File: src/rtl/ivr_pkg.sv
package ivr_pkg;

  localparam int DATA_W    = 32;
  localparam int REG_AW    = 3;
  localparam int BASE_LSB  = 8;
  localparam int VEC_WORDS = 4;
  localparam int VEC_BYTES = VEC_WORDS * 4;
  localparam int SIZE_W    = 5;

  // register word offsets
  localparam logic [REG_AW-1:0] RA_CTRL = 3'd0;
  localparam logic [REG_AW-1:0] RA_BASE = 3'd1;
  localparam logic [REG_AW-1:0] RA_RPTR = 3'd2;
  localparam logic [REG_AW-1:0] RA_WPTR = 3'd3;
  localparam logic [REG_AW-1:0] RA_WBLO = 3'd4;
  localparam logic [REG_AW-1:0] RA_WBHI = 3'd5;
  localparam logic [REG_AW-1:0] RA_STAT = 3'd6;

  // control bit positions
  localparam int CB_RING     = 0;
  localparam int CB_INTR     = 1;
  localparam int CB_OVFDET   = 2;
  localparam int CB_WB       = 3;
  localparam int CB_REARM    = 4;
  localparam int CB_OVFCLR   = 5;
  localparam int CB_SIZE_LSB = 8;

  typedef struct packed {
    logic [SIZE_W-1:0] size_log2;
    logic              rearm_en;
    logic              wb_en;
    logic              ovf_det_en;
    logic              intr_en;
    logic              ring_en;
  } ctrl_t;

  typedef struct packed {
    logic [7:0]  src_id;
    logic [27:0] src_data;
    logic [7:0]  ring_id;
    logic [7:0]  vm_id;
    logic [15:0] pasid;
  } event_t;

  typedef enum logic [1:0] {
    S_IDLE  = 2'd0,
    S_VEC   = 2'd1,
    S_WBSET = 2'd2,
    S_WB    = 2'd3
  } seq_state_e;

endpackage

File: src/rtl/ivr_regs.sv
module ivr_regs
  import ivr_pkg::*;
#(
  parameter int PTR_W  = 18,
  parameter int ADDR_W = 40
) (
  input  logic              clk,
  input  logic              rst,
  input  logic              reg_we,
  input  logic [REG_AW-1:0] reg_addr,
  input  logic [DATA_W-1:0] reg_wdata,
  output logic [DATA_W-1:0] reg_rdata,
  input  logic [DATA_W-1:0] wptr_img,
  input  logic              busy,
  output ctrl_t             ctrl,
  output logic [ADDR_W-BASE_LSB-1:0] base,
  output logic [ADDR_W-1:0] wb_addr,
  output logic [PTR_W-1:0]  rptr,
  output logic              rptr_wr,
  output logic              wptr_wr,
  output logic              ovf_clr
);

  localparam int BASE_W = ADDR_W - BASE_LSB;
  localparam int WBHI_W = ADDR_W - DATA_W;

  logic [DATA_W-1:0] wblo_q;
  logic [WBHI_W-1:0] wbhi_q;

  assign rptr_wr = reg_we && (reg_addr == RA_RPTR);
  assign wptr_wr = reg_we && (reg_addr == RA_WPTR);
  assign ovf_clr = reg_we && (reg_addr == RA_CTRL) && reg_wdata[CB_OVFCLR];
  assign wb_addr = {wbhi_q, wblo_q};

  always_ff @(posedge clk) begin
    if (rst) begin
      ctrl   <= '0;
      base   <= '0;
      rptr   <= '0;
      wblo_q <= '0;
      wbhi_q <= '0;
    end else if (reg_we) begin
      case (reg_addr)
        RA_CTRL: begin
          ctrl.size_log2  <= reg_wdata[CB_SIZE_LSB +: SIZE_W];
          ctrl.rearm_en   <= reg_wdata[CB_REARM];
          ctrl.wb_en      <= reg_wdata[CB_WB];
          ctrl.ovf_det_en <= reg_wdata[CB_OVFDET];
          ctrl.intr_en    <= reg_wdata[CB_INTR];
          ctrl.ring_en    <= reg_wdata[CB_RING];
        end
        RA_BASE: base   <= reg_wdata[BASE_W-1:0];
        RA_RPTR: rptr   <= {reg_wdata[PTR_W-1:4], 4'b0000};
        RA_WBLO: wblo_q <= reg_wdata;
        RA_WBHI: wbhi_q <= reg_wdata[WBHI_W-1:0];
        default: ;
      endcase
    end
  end

  always_ff @(posedge clk) begin
    if (rst) begin
      reg_rdata <= '0;
    end else begin
      case (reg_addr)
        RA_CTRL: reg_rdata <= DATA_W'({ctrl.size_log2, 3'b000, ctrl.rearm_en,
                                       ctrl.wb_en, ctrl.ovf_det_en,
                                       ctrl.intr_en, ctrl.ring_en});
        RA_BASE: reg_rdata <= DATA_W'(base);
        RA_RPTR: reg_rdata <= DATA_W'(rptr);
        RA_WPTR: reg_rdata <= wptr_img;
        RA_WBLO: reg_rdata <= wblo_q;
        RA_WBHI: reg_rdata <= DATA_W'(wbhi_q);
        RA_STAT: reg_rdata <= DATA_W'(busy);
        default: reg_rdata <= '0;
      endcase
    end
  end

endmodule

File: src/rtl/ivr_ptr.sv
module ivr_ptr
  import ivr_pkg::*;
#(
  parameter int PTR_W = 18
) (
  input  logic             clk,
  input  logic             rst,
  input  ctrl_t            ctrl,
  input  logic [PTR_W-1:0] rptr,
  input  logic             rptr_wr,
  input  logic             wptr_wr,
  input  logic [PTR_W-1:0] wr_val,
  input  logic             ovf_clr,
  input  logic             commit,
  output logic [PTR_W-1:0] wptr,
  output logic             ovf,
  output logic             pending,
  output logic             irq
);

  localparam int SZ_MIN = 2;
  localparam int SZ_MAX = PTR_W - 2;

  logic [SIZE_W-1:0] sz;
  logic [PTR_W:0]    span;
  logic [PTR_W-1:0]  mask, wptr_q, wptr_m, rptr_m, next_w;
  logic              armed_q, irq_q;

  always_comb begin
    if (int'(ctrl.size_log2) < SZ_MIN)      sz = SIZE_W'(SZ_MIN);
    else if (int'(ctrl.size_log2) > SZ_MAX) sz = SIZE_W'(SZ_MAX);
    else                                     sz = ctrl.size_log2;
  end

  assign span    = (PTR_W+1)'(4) << sz;
  assign mask    = (span[PTR_W-1:0] - PTR_W'(1)) & ~PTR_W'(VEC_BYTES - 1);
  assign wptr_m  = wptr_q & mask;
  assign rptr_m  = rptr & mask;
  assign next_w  = (wptr_m + PTR_W'(VEC_BYTES)) & mask;
  assign pending = (wptr_m != rptr_m);
  assign wptr    = wptr_m;
  assign irq     = irq_q;

  always_ff @(posedge clk) begin
    if (rst) begin
      wptr_q  <= '0;
      ovf     <= 1'b0;
      armed_q <= 1'b0;
      irq_q   <= 1'b0;
    end else begin
      if (wptr_wr)     wptr_q <= wr_val & mask;
      else if (commit) wptr_q <= next_w;

      if (commit && ctrl.ovf_det_en && (next_w == rptr_m)) ovf <= 1'b1;
      else if (ovf_clr)                                  ovf <= 1'b0;

      if (commit)       armed_q <= 1'b1;
      else if (rptr_wr) armed_q <= ctrl.rearm_en;

      irq_q <= ctrl.intr_en && armed_q && pending;
    end
  end


  wptr_hold_chk: assert property (@(posedge clk) disable iff (rst)
    (!commit && !wptr_wr) |=> $stable(wptr_q));


  ovf_sticky_chk: assert property (@(posedge clk) disable iff (rst)
    (ovf && !ovf_clr) |=> ovf);


  irq_gate_chk: assert property (@(posedge clk) disable iff (rst)
    irq_q |-> $past(ctrl.intr_en));

endmodule

File: src/rtl/ivr_seq.sv
module ivr_seq
  import ivr_pkg::*;
#(
  parameter int PTR_W  = 18,
  parameter int ADDR_W = 40
) (
  input  logic              clk,
  input  logic              rst,
  input  logic              ring_en,
  input  logic              wb_en,
  input  logic              ev_valid,
  input  event_t            ev,
  output logic              ev_ready,
  input  logic [ADDR_W-1:0] ring_base,
  input  logic [PTR_W-1:0]  wptr,
  input  logic [ADDR_W-1:0] wb_addr,
  input  logic [DATA_W-1:0] wb_data,
  output logic              mem_valid,
  input  logic              mem_ready,
  output logic [ADDR_W-1:0] mem_addr,
  output logic [DATA_W-1:0] mem_data,
  output logic              commit,
  output logic              active
);

  localparam int IDX_W = $clog2(VEC_WORDS);

  seq_state_e                         st_q;
  logic [IDX_W-1:0]                   idx_q;
  logic [VEC_WORDS-1:0][DATA_W-1:0]   vec_q, vec_in;
  logic                               take;

  assign ev_ready = (st_q == S_IDLE) && ring_en;
  assign take     = ev_valid && ev_ready;
  assign commit   = (st_q == S_VEC) && mem_ready && (idx_q == IDX_W'(VEC_WORDS - 1));
  assign active   = (st_q != S_IDLE);

  always_comb begin
    vec_in    = '0;
    vec_in[0] = DATA_W'(ev.src_id);
    vec_in[1] = DATA_W'(ev.src_data);
    vec_in[2] = {ev.pasid, ev.vm_id, ev.ring_id};
  end

  always_ff @(posedge clk) begin
    if (rst) begin
      st_q      <= S_IDLE;
      idx_q     <= '0;
      vec_q     <= '0;
      mem_valid <= 1'b0;
      mem_addr  <= '0;
      mem_data  <= '0;
    end else begin
      case (st_q)
        S_IDLE: if (take) begin
          vec_q     <= vec_in;
          mem_valid <= 1'b1;
          mem_addr  <= ring_base + ADDR_W'(wptr);
          mem_data  <= vec_in[0];
          idx_q     <= '0;
          st_q      <= S_VEC;
        end
        S_VEC: if (mem_ready) begin
          if (idx_q == IDX_W'(VEC_WORDS - 1)) begin
            mem_valid <= 1'b0;
            st_q      <= wb_en ? S_WBSET : S_IDLE;
          end else begin
            idx_q    <= idx_q + IDX_W'(1);
            mem_addr <= mem_addr + ADDR_W'(4);
            mem_data <= vec_q[idx_q + IDX_W'(1)];
          end
        end
        S_WBSET: begin
          mem_valid <= 1'b1;
          mem_addr  <= wb_addr;
          mem_data  <= wb_data;
          st_q      <= S_WB;
        end
        S_WB: if (mem_ready) begin
          mem_valid <= 1'b0;
          st_q      <= S_IDLE;
        end
        default: st_q <= S_IDLE;
      endcase
    end
  end


  mem_hold_chk: assert property (@(posedge clk) disable iff (rst)
    (mem_valid && !mem_ready) |=> (mem_valid && $stable(mem_addr) && $stable(mem_data)));


  ready_quiet_chk: assert property (@(posedge clk) disable iff (rst)
    ev_ready |-> !mem_valid);


  accept_launch_chk: assert property (@(posedge clk) disable iff (rst)
    (ev_valid && ev_ready) |=> mem_valid);

endmodule

File: src/rtl/ivr_writer.sv
module ivr_writer
  import ivr_pkg::*;
#(
  parameter int PTR_W  = 18,
  parameter int ADDR_W = 40
) (
  input  logic              clk,
  input  logic              rst,
  input  logic              reg_we,
  input  logic [2:0]        reg_addr,
  input  logic [31:0]       reg_wdata,
  output logic [31:0]       reg_rdata,
  input  logic              ev_valid,
  output logic              ev_ready,
  input  logic [7:0]        ev_src_id,
  input  logic [27:0]       ev_src_data,
  input  logic [7:0]        ev_ring_id,
  input  logic [7:0]        ev_vm_id,
  input  logic [15:0]       ev_pasid,
  output logic              mem_valid,
  input  logic              mem_ready,
  output logic [ADDR_W-1:0] mem_addr,
  output logic [31:0]       mem_data,
  output logic              irq,
  output logic              busy
);

  localparam int BASE_W = ADDR_W - BASE_LSB;

  ctrl_t              ctrl;
  logic [BASE_W-1:0]  base;
  logic [ADDR_W-1:0]  wb_addr, ring_base;
  logic [PTR_W-1:0]   rptr, wptr;
  logic               rptr_wr, wptr_wr, ovf_clr, ovf, pending, commit, active;
  logic [DATA_W-1:0]  wptr_img;
  logic               busy_q;
  event_t             ev;

  assign ring_base = {base, {BASE_LSB{1'b0}}};
  assign wptr_img  = DATA_W'(wptr) | DATA_W'(ovf);
  assign ev        = '{src_id: ev_src_id, src_data: ev_src_data, ring_id: ev_ring_id,
                       vm_id: ev_vm_id, pasid: ev_pasid};
  assign busy      = busy_q;

  always_ff @(posedge clk) begin
    if (rst) busy_q <= 1'b0;
    else     busy_q <= pending || active;
  end

  ivr_regs #(.PTR_W(PTR_W), .ADDR_W(ADDR_W)) u_regs (
    .clk(clk), .rst(rst), .reg_we(reg_we), .reg_addr(reg_addr),
    .reg_wdata(reg_wdata), .reg_rdata(reg_rdata), .wptr_img(wptr_img),
    .busy(busy_q), .ctrl(ctrl), .base(base), .wb_addr(wb_addr), .rptr(rptr),
    .rptr_wr(rptr_wr), .wptr_wr(wptr_wr), .ovf_clr(ovf_clr)
  );

  ivr_ptr #(.PTR_W(PTR_W)) u_ptr (
    .clk(clk), .rst(rst), .ctrl(ctrl), .rptr(rptr), .rptr_wr(rptr_wr),
    .wptr_wr(wptr_wr), .wr_val(reg_wdata[PTR_W-1:0]), .ovf_clr(ovf_clr),
    .commit(commit), .wptr(wptr), .ovf(ovf), .pending(pending), .irq(irq)
  );

  ivr_seq #(.PTR_W(PTR_W), .ADDR_W(ADDR_W)) u_seq (
    .clk(clk), .rst(rst), .ring_en(ctrl.ring_en), .wb_en(ctrl.wb_en),
    .ev_valid(ev_valid), .ev(ev), .ev_ready(ev_ready), .ring_base(ring_base),
    .wptr(wptr), .wb_addr(wb_addr), .wb_data(wptr_img), .mem_valid(mem_valid),
    .mem_ready(mem_ready), .mem_addr(mem_addr), .mem_data(mem_data),
    .commit(commit), .active(active)
  );


  busy_follow_chk: assert property (@(posedge clk) disable iff (rst)
    mem_valid |=> busy);

endmodule

File: config.mk
export PLATFORM = sky130hd
export DESIGN_NAME = ivr_writer
export DESIGN_NICKNAME = d
export VERILOG_FILES = /design/src/rtl/ivr_pkg.sv /design/src/rtl/ivr_regs.sv /design/src/rtl/ivr_ptr.sv /design/src/rtl/ivr_seq.sv /design/src/rtl/ivr_writer.sv
export SDC_FILE = /design/constraint.sdc
export NUM_CORES = 1
export LEC_CHECK = 0
export BUFFER_PORTS_ARGS = -buffer_cell sky130_fd_sc_hd__buf_2
export CAP_MARGIN = 20
export CORE_ASPECT_RATIO = 0.75
export CORE_MARGIN = 4
export CORE_UTILIZATION = 40
export DETAILED_ROUTE_END_ITERATION = 10
export SLEW_MARGIN = 20
export SYNTH_ARGS = -nofsm -noshare
export SYNTH_HDL_FRONTEND = slang
export SYNTH_HIERARCHICAL = 1
export SYNTH_SLANG_ARGS = --single-unit
export TNS_END_PERCENT = 100
File: constraint.sdc
create_clock -name clk -period 9.4 [get_ports clk]
set_clock_uncertainty 0.05 [all_clocks]
set_input_delay 0.47 -clock clk [delete_from_list [all_inputs] [get_ports clk]]
set_output_delay 0.47 -clock clk [all_outputs]
set_load 0.03 [all_outputs]
Word-level counts from Yosys, hierarchy flattened. Cells that the tools add are included.

Bits in writable memories: 0. Output and inout port bits: 108. Bits of input ports: 108. ROM bits: 0. Register bits: 295. Latch bits: 0. Logic and storage cells: 119. Memories kept: 0.

Div/mod/pow operators: 0. Add/sub/neg operators: 5. Multiplexer cells: 34. Reduce and logical (&&, ||, !) cells: 30. Eq/ne operators: 17. Multipliers: 0. Bitwise gates (word level): 5. Shift operators: 1. Magnitude comparators: 3.

Operators with widths (count): $pmux W32 S7 (1); $mux W32 (4); $mux W40 (3); $pmux W40 S3 (1); $pmux W32 S3 (1); $and A18 B18 Y18 (4); $bmux W32 S2 (1); $add A40 B18 Y40 (1); $add A40 B3 Y40 const B (1); $mux W18 (2); $add A18 B5 Y18 const B (1); $eq A18 B18 Y1 (1); $ne A18 B18 Y1 (1); $or A18 B1 Y18 (1); $shl A3 B5 Y18 const A (1); $sub A18 B1 Y18 const B (1); $mux W2 (8); $logic_and A1 B1 Y1 (12); $reduce_and A2 Y1 (6); $reduce_and A4 Y1 (3); $mux W5 (2); $reduce_bool A2 Y1 (5); $eq A3 B3 Y1 const B (3); $mux W1 (8); other kinds (17) (23).

Longest topological paths before layout.
Depth after elaboration: 11. Depth in mapped cells: 14. Mapped depth without buffers: 11.

Hierarchy. The synthesis kept the hierarchy.

Modules (own cells, without submodules): ivr_seq (instances 1, sequential area each 2902.8 µm², cells each 1236, area each 9011.1 µm²); ivr_regs (instances 1, sequential area each 2562.5 µm², cells each 627, area each 5346.4 µm²); ivr_ptr (instances 1, sequential area each 340.3 µm², cells each 268, area each 1904.3 µm²); ivr_writer (instances 1, sequential area each 20.0 µm², cells each 4, area each 40.0 µm²).

Worst setup path after synthesis. OpenSTA, ideal clock, no wires.

Path type: flip-flop to flip-flop. From: register, netlist name u_regs/ctrl[9]. To: register u_seq.mem_addr[39]. Slack: 6.100 ns. Path buffers: 2. Setup time: 0.134 ns. Required time: 9.216 ns. Arrival: 3.116 ns. Stages on the path, launching flop included: 14. Clock period less this slack: 3.300 ns. Path through: dfxtp_1 buf_4 or4_1 nand3_1 inv_1 ha_1 buf_2 a21oi_1 o221ai_1 a22oi_1 inv_1 o21ai_1 nor3_1 or4_1.

Cells in the longest elaborated chain, start to end: 9. Elaborated cells between the ends (all ways): 10. Those cells by class: 2 x add/sub; 2 x order compare; 1 x shift; 4 x mux; 1 x bitwise.

Ends and longest elaborated chain: $gt A5 B5 Y1 (RTL line ivr_ptr.sv:31) `else if (int'(ctrl.size_log2) > SZ_MAX) sz = SIZE_W'(SZ_MAX);`; $mux W5 (RTL line ivr_ptr.sv:31); $mux W5 (*) (RTL line ivr_ptr.sv:30) `if (int'(ctrl.size_log2) < SZ_MIN) sz = SIZE_W'(SZ_MIN);`; $shl A3 B5 Y18 (*) (RTL line ivr_ptr.sv:35) `assign span = (PTR_W+1)'(4) << sz;`; $sub A18 B1 Y18 (*) (RTL line ivr_ptr.sv:36) `assign mask = (span[PTR_W-1:0] - PTR_W'(1)) & ~PTR_W'(VEC_BYTES - 1);`; $and A18 B18 Y18 (*) (RTL line ivr_ptr.sv:37) `assign wptr_m = wptr_q & mask;`; via wptr[10] (RTL line ivr_writer.sv:33) `logic [PTR_W-1:0] rptr, wptr;`; $add A40 B18 Y40 (*) (RTL line ivr_seq.sv:58) `mem_addr <= ring_base + ADDR_W'(wptr);`; $mux W40 (*) (RTL line ivr_seq.sv:55) `S_IDLE: if (take) begin`; $pmux W40 S3 (*) (RTL line ivr_seq.sv:54) `case (st_q)`; to (signal assigned) (RTL line ivr_seq.sv:58); to (signal assigned) (RTL line ivr_seq.sv:69) `mem_addr <= mem_addr + ADDR_W'(4);`; to (signal assigned) (RTL line ivr_seq.sv:75) `mem_addr <= wb_addr;`; to (decl) (RTL line ivr_seq.sv:20) `output logic [ADDR_W-1:0] mem_addr,`.

Mark *: on every way through the listed nets, which the timed path passes. The rest lies on a longest branch. The select of a mux whose other input is x is not followed. A chain may end at the register's enable or synchronous reset.

Worst setup path after layout.
From: register, netlist name u_regs/ctrl[7]. To: register u_seq.mem_addr[22].

Cells in the longest elaborated chain, start to end: 9. Elaborated cells between the ends (all ways): 10. Those cells by class: 2 x add/sub; 2 x order compare; 1 x shift; 4 x mux; 1 x bitwise.

Ends and longest elaborated chain (RTL line): $gt A5 B5 Y1 (ivr_ptr.sv:31); $mux W5 (ivr_ptr.sv:31); $mux W5 (*) (ivr_ptr.sv:30); $shl A3 B5 Y18 (*) (ivr_ptr.sv:35); $sub A18 B1 Y18 (*) (ivr_ptr.sv:36); $and A18 B18 Y18 (*) (ivr_ptr.sv:37); via wptr[11] (ivr_writer.sv:33); $add A40 B18 Y40 (*) (ivr_seq.sv:58); $mux W40 (*) (ivr_seq.sv:55); $pmux W40 S3 (*) (ivr_seq.sv:54).

Marked as above.

==> impl_metrics.toml <==
[routing]
via_per_inst = 5.87
first_iter_violations = 1579
ant_nets = 0
drtPass1Iterations = 5
totalWireLength_um = 63000
drc = 0
num_vias = 16502
routedWlPerCell_um = 22.4

[power_and_ir_drop]
irDropWorstVdd_v = 0.000113
p_per_area_nw_per_um2 = 166
leakagePower_nw = 6.91

[clocking]
ctsHoldBuffers = 0
cts.path.max_buffers = 3
numClockSinks = 291
cts_inserted_buffers = 34
root_buffer = "clkbuf_16"
clk_latency_ns = 0.53
cts_tree = "built"
h-tree-depth = 2
postCtsSetupRepairBufs = 0
path_clk_slew_ns = 0.06
cts_resized = 0

[timing]
worst_slack_ns = 5.40
setup_viol = 0
finalHoldViolations = 0
rsz0062_at_grt = "no"
fmax_ghz = 0.250
fin_crit_sh_pct = 42.5
setup_tns_ns = 0
fin_crit_ns = 4.00
slew_headroom_pct = 26.5
worst_pin_slew_ns = 1.10
slew_violations = 0
whs_ns = 0.133

[flow_run]
drv_cap = 0

[worst_setup_path]
end_kind = "register"
crit_type = "reg -> reg"
start_kind = "register"
cp.required_ns = 9.75
path_max_fanout = 18
arrival_ns = 4.35

[place]
routabilityCongestion = 0.954
place_worst_setup_slack_ns = 5.46
dpl.hpwl_um = 45600
io_buffers = 215
dpl.cell_count = 2749

[floorplanning]
die-area_um2 = 44000
start_util_pct = 40.9
core_area_um2 = 39800
num_rows = 63
ioPinCount = 216
die_w_um = 241
die_h_um = 183

[hold_path]
hold_path_class = "in -> reg"

[synthesis]
yosys_warnings = 6
netlist_instances = 2130
postSynthAreaPerCell_um2 = 7.64
syn_area_um2 = 16300

[final_layout]
fillCellCount = 4047
nets = 2400
seq_area_um2 = 5830
drive_above_1_share_pct = 16.3
antenna_cells = 0
multi_input_area_um2 = 9590
finalNonFillerCells = 2809
syn_to_final_growth_pct = 14.3
mostFrequentLayoutCells = "nand2_1, dfxtp_1, a21oi_1"
layout_commonest_cell = "nand2_1"

[grt]
grt_usage_pct = 27.7
grt_max_degree = 96
grt_pass1_wl_um = 95600
overflow = 0
grt_pass1_vias = 15490
antenna_found_initial = 6

[status]
status = "finished, final reports clean"
-- flip-flops by register name (all words and copies together) (netlist names), 8 cells and up, named ones only --
| signal | count |
|---|---|
| u_ptr/wptr_q | 14 |
| u_regs/rptr | 14 |
| u_seq/mem_addr | 40 |
| u_regs/wbhi_q | 8 |
| u_regs/ctrl | 10 |
| u_regs/wblo_q | 32 |
| u_regs/base | 32 |
| u_regs/reg_rdata | 32 |
| u_seq/mem_data | 32 |
| u_seq/vec_q | 68 |
-- worst paths after layout --
path	from	end	slack, ns	cells after the start
max	u_regs/ctrl[7]$_SDFFE_PP0P_	u_seq/mem_addr[22]$_SDFFE_PP0P_	5.40	10
min	ev_src_data[10]	u_seq/vec_q[42]$_SDFFE_PP0P_	0.13	3
max reg2reg	u_regs/ctrl[7]$_SDFFE_PP0P_	u_seq/mem_addr[22]$_SDFFE_PP0P_	5.40	10
min reg2reg	u_seq/vec_q[1]$_SDFFE_PP0P_	u_seq/vec_q[1]$_SDFFE_PP0P_	0.40	2
-- power by group --
part	leakage, nW	internal (mW)	switching [mW]	total [mW]
logic	4.00	0.115	0.264	0.379
registers	2.35	1.27	0.0465	1.31
clock network	0.559	0.833	0.552	1.39
-- cell type report --
class / count / share of cell area [%]
Clock buffer: 46 / 5.20
Clock inverter: 14 / 0.976
Inverter: 40 / 0.808
Multi-Input combinational cell: 1665 / 51.6
Sequential cell: 291 / 31.3
Tap cell: 520 / 3.50
Timing Repair Buffer: 233 / 6.56
-- metal layers --
metal  routed length, µm  GRT usage (%)  up-vias
li1                    -              -     7800
met4                1470           6.68        8
met2               28100           43.0      631
met3                4350           4.35       92
met1               29000           40.4     7971
met5                  52              0        -
-- through the flow --
step                      util [%]  area [µm²]  total power, mW
after floorplan                  -       16400             1.58
after global placement        43.8       17400             1.71
after detailed placement      43.8       17400             1.71
after CTS                     46.7       18600             3.10
after global routing          46.7       18600             3.19
final                         46.7       18600             3.08
-- worst max-delay path, stage by stage (launching register included) --
cell and delay, ns:
dfxtp_1 0.52, o21a_1 0.30, o21ai_1 0.51, inv_1 0.23, ha_1 0.48, a21oi_1 0.30
o21ai_0 0.27, o31ai_4 0.56, a21boi_0 0.21, and3_1 0.22, a211o_1 0.22
Power figures use the tool's default switching activity.
